--- src/rtl/wdt_pkg.sv ---
// Package: shared constants for the two-stage watchdog.
// Assumes a 16-bit register bus addressed by byte offset.
package wdt_pkg;
    localparam int CNT_W    = 10;
    localparam int DATA_W   = 16;
    localparam int ADDR_W   = 5;
    localparam int MIN_LOAD = 4;
    localparam int RST_LOAD = 4;

    localparam logic [ADDR_W-1:0] OFF_COUNT = 5'h00;
    localparam logic [ADDR_W-1:0] OFF_STS_A = 5'h04;
    localparam logic [ADDR_W-1:0] OFF_STS_B = 5'h06;
    localparam logic [ADDR_W-1:0] OFF_CTRL  = 5'h08;
    localparam logic [ADDR_W-1:0] OFF_START = 5'h12;

    localparam int BIT_HALT   = 11;
    localparam int BIT_MASK   = 0;
    localparam int BIT_FIRST  = 3;
    localparam int BIT_SECOND = 1;
    localparam int BIT_BOOT   = 2;
endpackage

--- src/rtl/wdt_regs.sv ---
// Module: register decode, control/start-value storage and read mux.
// Assumes one bus access per cycle; read data is registered.
module wdt_regs
    import wdt_pkg::*;
#(
    parameter int CW  = CNT_W,
    parameter int DW  = DATA_W,
    parameter int AW  = ADDR_W,
    parameter int MIN = MIN_LOAD,
    parameter int RST = RST_LOAD
) (
    input  logic          clk,
    input  logic          rst_n,
    input  logic [AW-1:0] addr,
    input  logic          wr,
    input  logic          rd,
    input  logic [DW-1:0] wdata,
    input  logic [CW-1:0] count,
    input  logic          first_flag,
    input  logic          second_flag,
    input  logic          boot_flag,
    output logic [DW-1:0] rdata,
    output logic          reload,
    output logic          halt,
    output logic          mask,
    output logic [CW-1:0] start_val,
    output logic          clr_first,
    output logic          clr_second,
    output logic          clr_boot
);
    localparam logic [CW-1:0] MIN_V = CW'(MIN);
    localparam logic [CW-1:0] RST_V = CW'(RST);

    logic [DW-1:0] rd_mux;
    logic          unused_wdata;

    assign unused_wdata = ^wdata;

    // Write strobes decoded per register.
    assign reload     = wr && (addr == OFF_COUNT);
    assign clr_first  = wr && (addr == OFF_STS_A) && wdata[BIT_FIRST];
    assign clr_second = wr && (addr == OFF_STS_B) && wdata[BIT_SECOND];
    assign clr_boot   = wr && (addr == OFF_STS_B) && wdata[BIT_BOOT];

    // Control bits: halt and no-reboot mask, both set at reset.
    always_ff @(posedge clk) begin
        if (!rst_n) begin
            halt <= 1'b1;
            mask <= 1'b1;
        end else if (wr && addr == OFF_CTRL) begin
            halt <= wdata[BIT_HALT];
            mask <= wdata[BIT_MASK];
        end
    end

    // Start value: accepts only loads at or above the minimum.
    always_ff @(posedge clk) begin
        if (!rst_n) begin
            start_val <= RST_V;
        end else if (wr && addr == OFF_START && wdata[CW-1:0] >= MIN_V) begin
            start_val <= wdata[CW-1:0];
        end
    end

    // Read multiplexer over the register offsets.
    always_comb begin
        rd_mux = '0;
        case (addr)
            OFF_COUNT: rd_mux[CW-1:0]     = count;
            OFF_STS_A: rd_mux[BIT_FIRST]  = first_flag;
            OFF_STS_B: begin
                rd_mux[BIT_SECOND] = second_flag;
                rd_mux[BIT_BOOT]   = boot_flag;
            end
            OFF_CTRL: begin
                rd_mux[BIT_HALT] = halt;
                rd_mux[BIT_MASK] = mask;
            end
            OFF_START: rd_mux[CW-1:0] = start_val;
            default:   rd_mux = '0;
        endcase
    end

    // Registered read data capture.
    always_ff @(posedge clk) begin
        if (!rst_n) rdata <= '0;
        else if (rd) rdata <= rd_mux;
    end

    AST_START_LEGAL: assert property (@(posedge clk) disable iff (!rst_n)
        start_val >= MIN_V);
endmodule

--- src/rtl/wdt_counter.sv ---
// Module: the down-counter; flags expiry on a tick at zero.
// Assumes start_val is never below the minimum legal load.
module wdt_counter
    import wdt_pkg::*;
#(
    parameter int CW  = CNT_W,
    parameter int RST = RST_LOAD
) (
    input  logic          clk,
    input  logic          rst_n,
    input  logic          tick_en,
    input  logic          halt,
    input  logic          reload,
    input  logic [CW-1:0] start_val,
    output logic [CW-1:0] count,
    output logic          expire
);
    logic step;

    // A live tick: not halted and not overridden by a bus load.
    assign step   = tick_en && !halt && !reload;
    assign expire = step && (count == '0);

    // Count update: bus load first, then expiry reload, then decrement.
    always_ff @(posedge clk) begin
        if (!rst_n)                   count <= CW'(RST);
        else if (reload || expire)    count <= start_val;
        else if (step)                count <= count - 1'b1;
    end

    AST_HALT_FREEZE: assert property (@(posedge clk) disable iff (!rst_n)
        (halt && !reload) |=> $stable(count));
    AST_STEP_ONE: assert property (@(posedge clk) disable iff (!rst_n)
        (tick_en && !halt && !reload && count != '0) |=> (count == $past(count) - 1'b1));
    AST_BUS_LOAD: assert property (@(posedge clk) disable iff (!rst_n)
        reload |=> (count == $past(start_val)));
endmodule

--- src/rtl/wdt_expiry.sv ---
// Module: status flags, interrupt pulse and gated sticky reset request.
// Assumes expire is a single-cycle event; a set beats a same-cycle clear.
module wdt_expiry (
    input  logic clk,
    input  logic rst_n,
    input  logic expire,
    input  logic mask,
    input  logic clr_first,
    input  logic clr_second,
    input  logic clr_boot,
    output logic first_flag,
    output logic second_flag,
    output logic boot_flag,
    output logic irq,
    output logic rst_req
);
    logic first_evt;
    logic second_evt;
    logic fire_evt;

    assign first_evt  = expire && !first_flag;
    assign second_evt = expire && first_flag;
    assign fire_evt   = second_evt && !mask;

    // Flag, interrupt and reset request state.
    always_ff @(posedge clk) begin
        if (!rst_n) begin
            first_flag  <= 1'b0;
            second_flag <= 1'b0;
            boot_flag   <= 1'b0;
            irq         <= 1'b0;
            rst_req     <= 1'b0;
        end else begin
            irq         <= first_evt;
            first_flag  <= first_evt  | (first_flag  & ~clr_first);
            second_flag <= second_evt | (second_flag & ~clr_second);
            boot_flag   <= fire_evt   | (boot_flag   & ~clr_boot);
            rst_req     <= fire_evt   | rst_req;
        end
    end

    AST_REQ_STICKY: assert property (@(posedge clk) disable iff (!rst_n)
        rst_req |=> rst_req);
    AST_IRQ_PULSE: assert property (@(posedge clk) disable iff (!rst_n)
        irq |=> !irq);
    AST_SECOND_AFTER_FIRST: assert property (@(posedge clk) disable iff (!rst_n)
        $rose(second_flag) |-> $past(first_flag));
    AST_MASK_GATES: assert property (@(posedge clk) disable iff (!rst_n)
        $rose(rst_req) |-> ($past(mask) == 1'b0));
endmodule

--- src/rtl/wdt_twostage.sv ---
// Module: top of the two-stage watchdog; wires regs, counter and expiry.
// Assumes tick_en is a one-cycle pulse from an external tick source.
module wdt_twostage
    import wdt_pkg::*;
#(
    parameter int CW  = CNT_W,
    parameter int DW  = DATA_W,
    parameter int AW  = ADDR_W,
    parameter int MIN = MIN_LOAD,
    parameter int RST = RST_LOAD
) (
    input  logic          clk,
    input  logic          rst_n,
    input  logic          tick_en,
    input  logic [AW-1:0] bus_addr,
    input  logic          bus_wr,
    input  logic          bus_rd,
    input  logic [DW-1:0] bus_wdata,
    output logic [DW-1:0] bus_rdata,
    output logic          irq_o,
    output logic          sys_rst_req_o
);
    logic [CW-1:0] count;
    logic [CW-1:0] start_val;
    logic          reload, halt, mask, expire;
    logic          clr_first, clr_second, clr_boot;
    logic          first_flag, second_flag, boot_flag;

    wdt_regs #(.CW(CW), .DW(DW), .AW(AW), .MIN(MIN), .RST(RST)) regs_i (
        .clk(clk), .rst_n(rst_n), .addr(bus_addr), .wr(bus_wr), .rd(bus_rd),
        .wdata(bus_wdata), .count(count), .first_flag(first_flag),
        .second_flag(second_flag), .boot_flag(boot_flag), .rdata(bus_rdata),
        .reload(reload), .halt(halt), .mask(mask), .start_val(start_val),
        .clr_first(clr_first), .clr_second(clr_second), .clr_boot(clr_boot)
    );

    wdt_counter #(.CW(CW), .RST(RST)) cnt_i (
        .clk(clk), .rst_n(rst_n), .tick_en(tick_en), .halt(halt),
        .reload(reload), .start_val(start_val), .count(count), .expire(expire)
    );

    wdt_expiry exp_i (
        .clk(clk), .rst_n(rst_n), .expire(expire), .mask(mask),
        .clr_first(clr_first), .clr_second(clr_second), .clr_boot(clr_boot),
        .first_flag(first_flag), .second_flag(second_flag),
        .boot_flag(boot_flag), .irq(irq_o), .rst_req(sys_rst_req_o)
    );
endmodule

--- config.mk ---
export PLATFORM = sky130hd
export DESIGN_NAME = wdt_twostage
export DESIGN_NICKNAME = d
export VERILOG_FILES = /design/src/rtl/wdt_pkg.sv /design/src/rtl/wdt_regs.sv /design/src/rtl/wdt_counter.sv /design/src/rtl/wdt_expiry.sv /design/src/rtl/wdt_twostage.sv
export SDC_FILE = /design/constraint.sdc
export NUM_CORES = 1
export LEC_CHECK = 0
export ABC_AREA = 1
export BUFFER_PORTS_ARGS = -buffer_cell sky130_fd_sc_hd__buf_2
export CAP_MARGIN = 5
export CORE_MARGIN = 5
export CORE_UTILIZATION = 45
export CTS_BUF_LIST = sky130_fd_sc_hd__clkbuf_16
export CTS_CLUSTER_SIZE = 14
export DETAILED_ROUTE_END_ITERATION = 16
export PLACE_DENSITY = 0.65
export SLEW_MARGIN = 15
export SYNTH_ARGS = -nofsm -noshare
export SYNTH_HDL_FRONTEND = slang
export SYNTH_SLANG_ARGS = --single-unit
export TNS_END_PERCENT = 30
--- constraint.sdc ---
create_clock -name clk -period 4.06 [get_ports clk]
set_clock_uncertainty 0.1 [all_clocks]
set_input_delay 0.609 -clock clk [delete_from_list [all_inputs] [get_ports clk]]
set_output_delay 0.609 -clock clk [all_outputs]
set_load 0.02 [all_outputs]
==> results.md <==
* CTS root buffer: clkbuf_16
* Flop2flop setup slack at 2200 ps
* Clock transition at the registers of the reported paths at 60 ps
* I/O Buffers at 33
* Synth top area share at 35.9%
* Min Tclk post-route at 1990 ps
* RSZ-0062 raised after global routing: false
* Mean Syn Cell Area at 7.21 µm²
* Hold buffers post-CTS at 0
* Yosys reg bits at 38
* Placement Cell Area at 0.00226 mm²
* First-pass GRT wire length at 8.60 mm
* CTS tree: built
* Setup violators final at 0
* Core Region at 0.00466 mm²
* Pwr dens at 347 mW/mm²
* WL/cell at roughly 13 µm
* Layout cells sized above 1 at 20.3%
* Post-DRT Antenna Nets at 0
* Min-Delay Path Class: flip-flop to flip-flop
* Max VDD drop at 248 µV
* R2R Path End: cnt_i.count[3]$_SDFFE_PN0P_
* Pre-CTS setup slack at ~1800 ps
* Leakage at roughly 1.1 nW
* Met3 wire len at 307 µm
* Slew Limit Fails at 0
* WP data arrival at 2050 ps
* # diodes at 0
* Setup tns final at 0 ps
* Outcome: complete, no violations
* Post-CTS Resized at 0
* Crit start category: input pin
* Post-route met1 wirelength at around 2.4 mm
* WHS Path Cells at 2
* CP endpoint kind: flip-flop
* Placed cells at 371
* Mapped Cells at 294
* DP HPWL at 3.74 mm
* YS warnings at 0
* Worst path required time at around 4100 ps
* Worst Hold Launch: exp_i.rst_req$_SDFF_PN0_
* Setup bufs post-CTS at 0
* Worst r2r src: cnt_i.count[0]$_SDFFE_PN0P_
* Final core occ at 51.5%
* Maximum root-to-sink buffer count at 2
* Net Sw Frac at approximately a quarter
* Number of flops mapped to enable cells by yosys at 0
* Finished Layout Cells at around 380
* Post-synth ARST share at 0%
* Fin crit share at about half
* Depth of the CTS H-tree at 2
* Nets at 351
* Clock latency at the later pin of the worst-skew pair at 280 ps
* CTS buffer count at 5
* Area leader, netlist: dfxtp_1
* DRC Markers at 0
* Slew HR at roughly two thirds
* Logic gate share of total power at 9.5%
* R2r worst-path depth at 9
* Highest routed layer: met4
* Die X-Extent at 78.7 µm
* Hold Fails Final Rpt at 0
* Clock sinks at 38
* Ys flop type: dfxtp_1
* Crit Path Category: input pin to flip-flop
* Max Cap Violations at 0
* GR Util All Layers at 17.8%
* Die Span Y at approximately 80 µm
* Fmax at 0.501 GHz
* Initial antenna violation count at 0
* Number of fill cells at 470
* DRT iter0 DRCs at between 100 and 150
* Clock Power Share at about 44%
* Via count at approximately 2.0k
* Seq/Total Area, Yosys at a little over a third
* Flop pwr share at 46.2%
* Die ar. at 0.00619 mm²
* I/O pin count at 44
* Drt total wl at 5.05 mm
* Area contributors post-synth: dfxtp_1 36%, nand2_1 9.6%, inv_1 7.4%
* Measured slew at the worst slew-check pin at roughly 530 ps
* Via-per-instance ratio at about 5.2
* Drt first pass iters at 4
* Net switching power at 0.205 mW
* Syn-to-layout area delta at 13.2%
* Peak fanout along the critical path at 20
* P_int at approximately 0.63 mW
* Met2 Routed Length at 2.33 mm
* Hold path endpoint: exp_i.rst_req$_SDFF_PN0_
* Critical path startpoint: bus_addr[3]
* Grt ovf at 0
* Synthesized area at 0.00212 mm²
* Number of global-route vias before repair at roughly 1.9k
* Row count at 25
* Worst setup margin at approximately 2100 ps
* Initial Utilization at a little under half
* Final Cell Area at about 0.0024 mm²
* Unique cell type count in the Yosys netlist at 42
* Largest net degree at the start of global routing at 30
* RePlAce Congestion at roughly 0.86
## worst max path at each step
stage,to,cells past startpoint
final,regs_i.start_val[6]$_SDFFE_PN0P_,7
after global routing,regs_i.start_val[6]$_SDFFE_PN0P_,7
after CTS,regs_i.start_val[6]$_SDFFE_PN0P_,7
after detailed placement,regs_i.start_val[6]$_SDFFE_PN0P_,7
after global placement,regs_i.start_val[6]$_SDFFE_PN0P_,7
after floorplan,cnt_i.count[0]$_SDFFE_PN0P_,8
## power groups by stage
stage / combinational [mW] / clock [mW] / sequential, mW
after detailed placement: 0.0784 / 0 / 0.393
after floorplan: 0.0485 / 0 / 0.398
after CTS: 0.0788 / 0.372 / 0.385
final: 0.0787 / 0.368 / 0.385
after global routing: 0.0873 / 0.393 / 0.385
after global placement: 0.0774 / 0 / 0.393
## layout by cell type (no fill, tap or decap), drive strengths merged, types with 7 or more instances in the layout
cell	netlist	final
o21ai	30	30
nor2	34	34
o221ai	7	7
buf	10	33
nand3	20	20
a21oi	23	23
inv	46	47
nand2	56	56
dfxtp	38	38
## state kept, by name (all words and copies together), names as in the netlist
name               count
exp_i.second_flag      1
regs_i.halt            1
regs_i.start_val      10
exp_i.rst_req          1
cnt_i.count           10
exp_i.boot_flag        1
exp_i.irq              1
regs_i.mask            1
regs_i.rdata          11
exp_i.first_flag       1
## cells in the mapped netlist, types with 2 or more instances
library cell / count
nand3_2: 5
nor2_4: 2
clkbuf_1: 4
inv_1: 42
o221ai_1: 7
inv_2: 4
nand3_1: 14
dfxtp_1: 38
o211ai_1: 2
nand4_4: 2
buf_4: 5
xor2_1: 3
nor2_1: 29
buf_6: 3
o21bai_1: 2
nor2_2: 3
o21ai_1: 10
a31oi_1: 2
nand4_1: 2
a21oi_1: 22
nor3_2: 2
nand2_1: 54
o21ai_0: 18
## area by class of cell
cell class	instances	area (µm²)	area share, %
Clock buffer	5	125	5.21
Sequential cell	38	761	31.7
Tap cell	54	67.6	2.82
Multi-Input combinational cell	198	1090	45.3
Inverter	48	181	7.56
Clock inverter	3	12.5	0.521
Timing Repair Buffer	33	165	6.88
## worst max-delay path: stages
cell,delay (ps)
buf_2,130
nor2_4,210
nand4_4,200
clkinv_2,130
nand3_2,360
o21ai_1,340
a21oi_1,60
## cell families (layout without fill, tap and decap cells)
| family | Yosys count | in the layout | synth area share (%) |
|---|---|---|---|
| simple gates | 120 | 120 | 28.7 |
| compound gates | 68 | 68 | 19.5 |
| buf+inv | 62 | 89 | 13.6 |
| flops | 38 | 38 | 35.9 |
| xor+xnor | 4 | 4 | 1.65 |
| fa+ha+maj | 1 | 1 | 0.590 |
| other cells | 1 | 5 | 0.177 |
## metrics by stage
step           hold WS, ps  total power [mW]
2_1_floorplan          338             0.447
3_3_place_gp           336             0.470
3_5_place_dp           341             0.471
4_1_cts                350             0.835
5_1_grt                376             0.866
6_report               347             0.832
## metal layers
layer / GRT usage, % / up-vias
li1: - / 1004
met1: 22.7 / 908
met2: 29.4 / 49
met3: 3.78 / 4
met4: 6.29 / 0
met5: 0 / -
(Power assumes the default switching activity.)
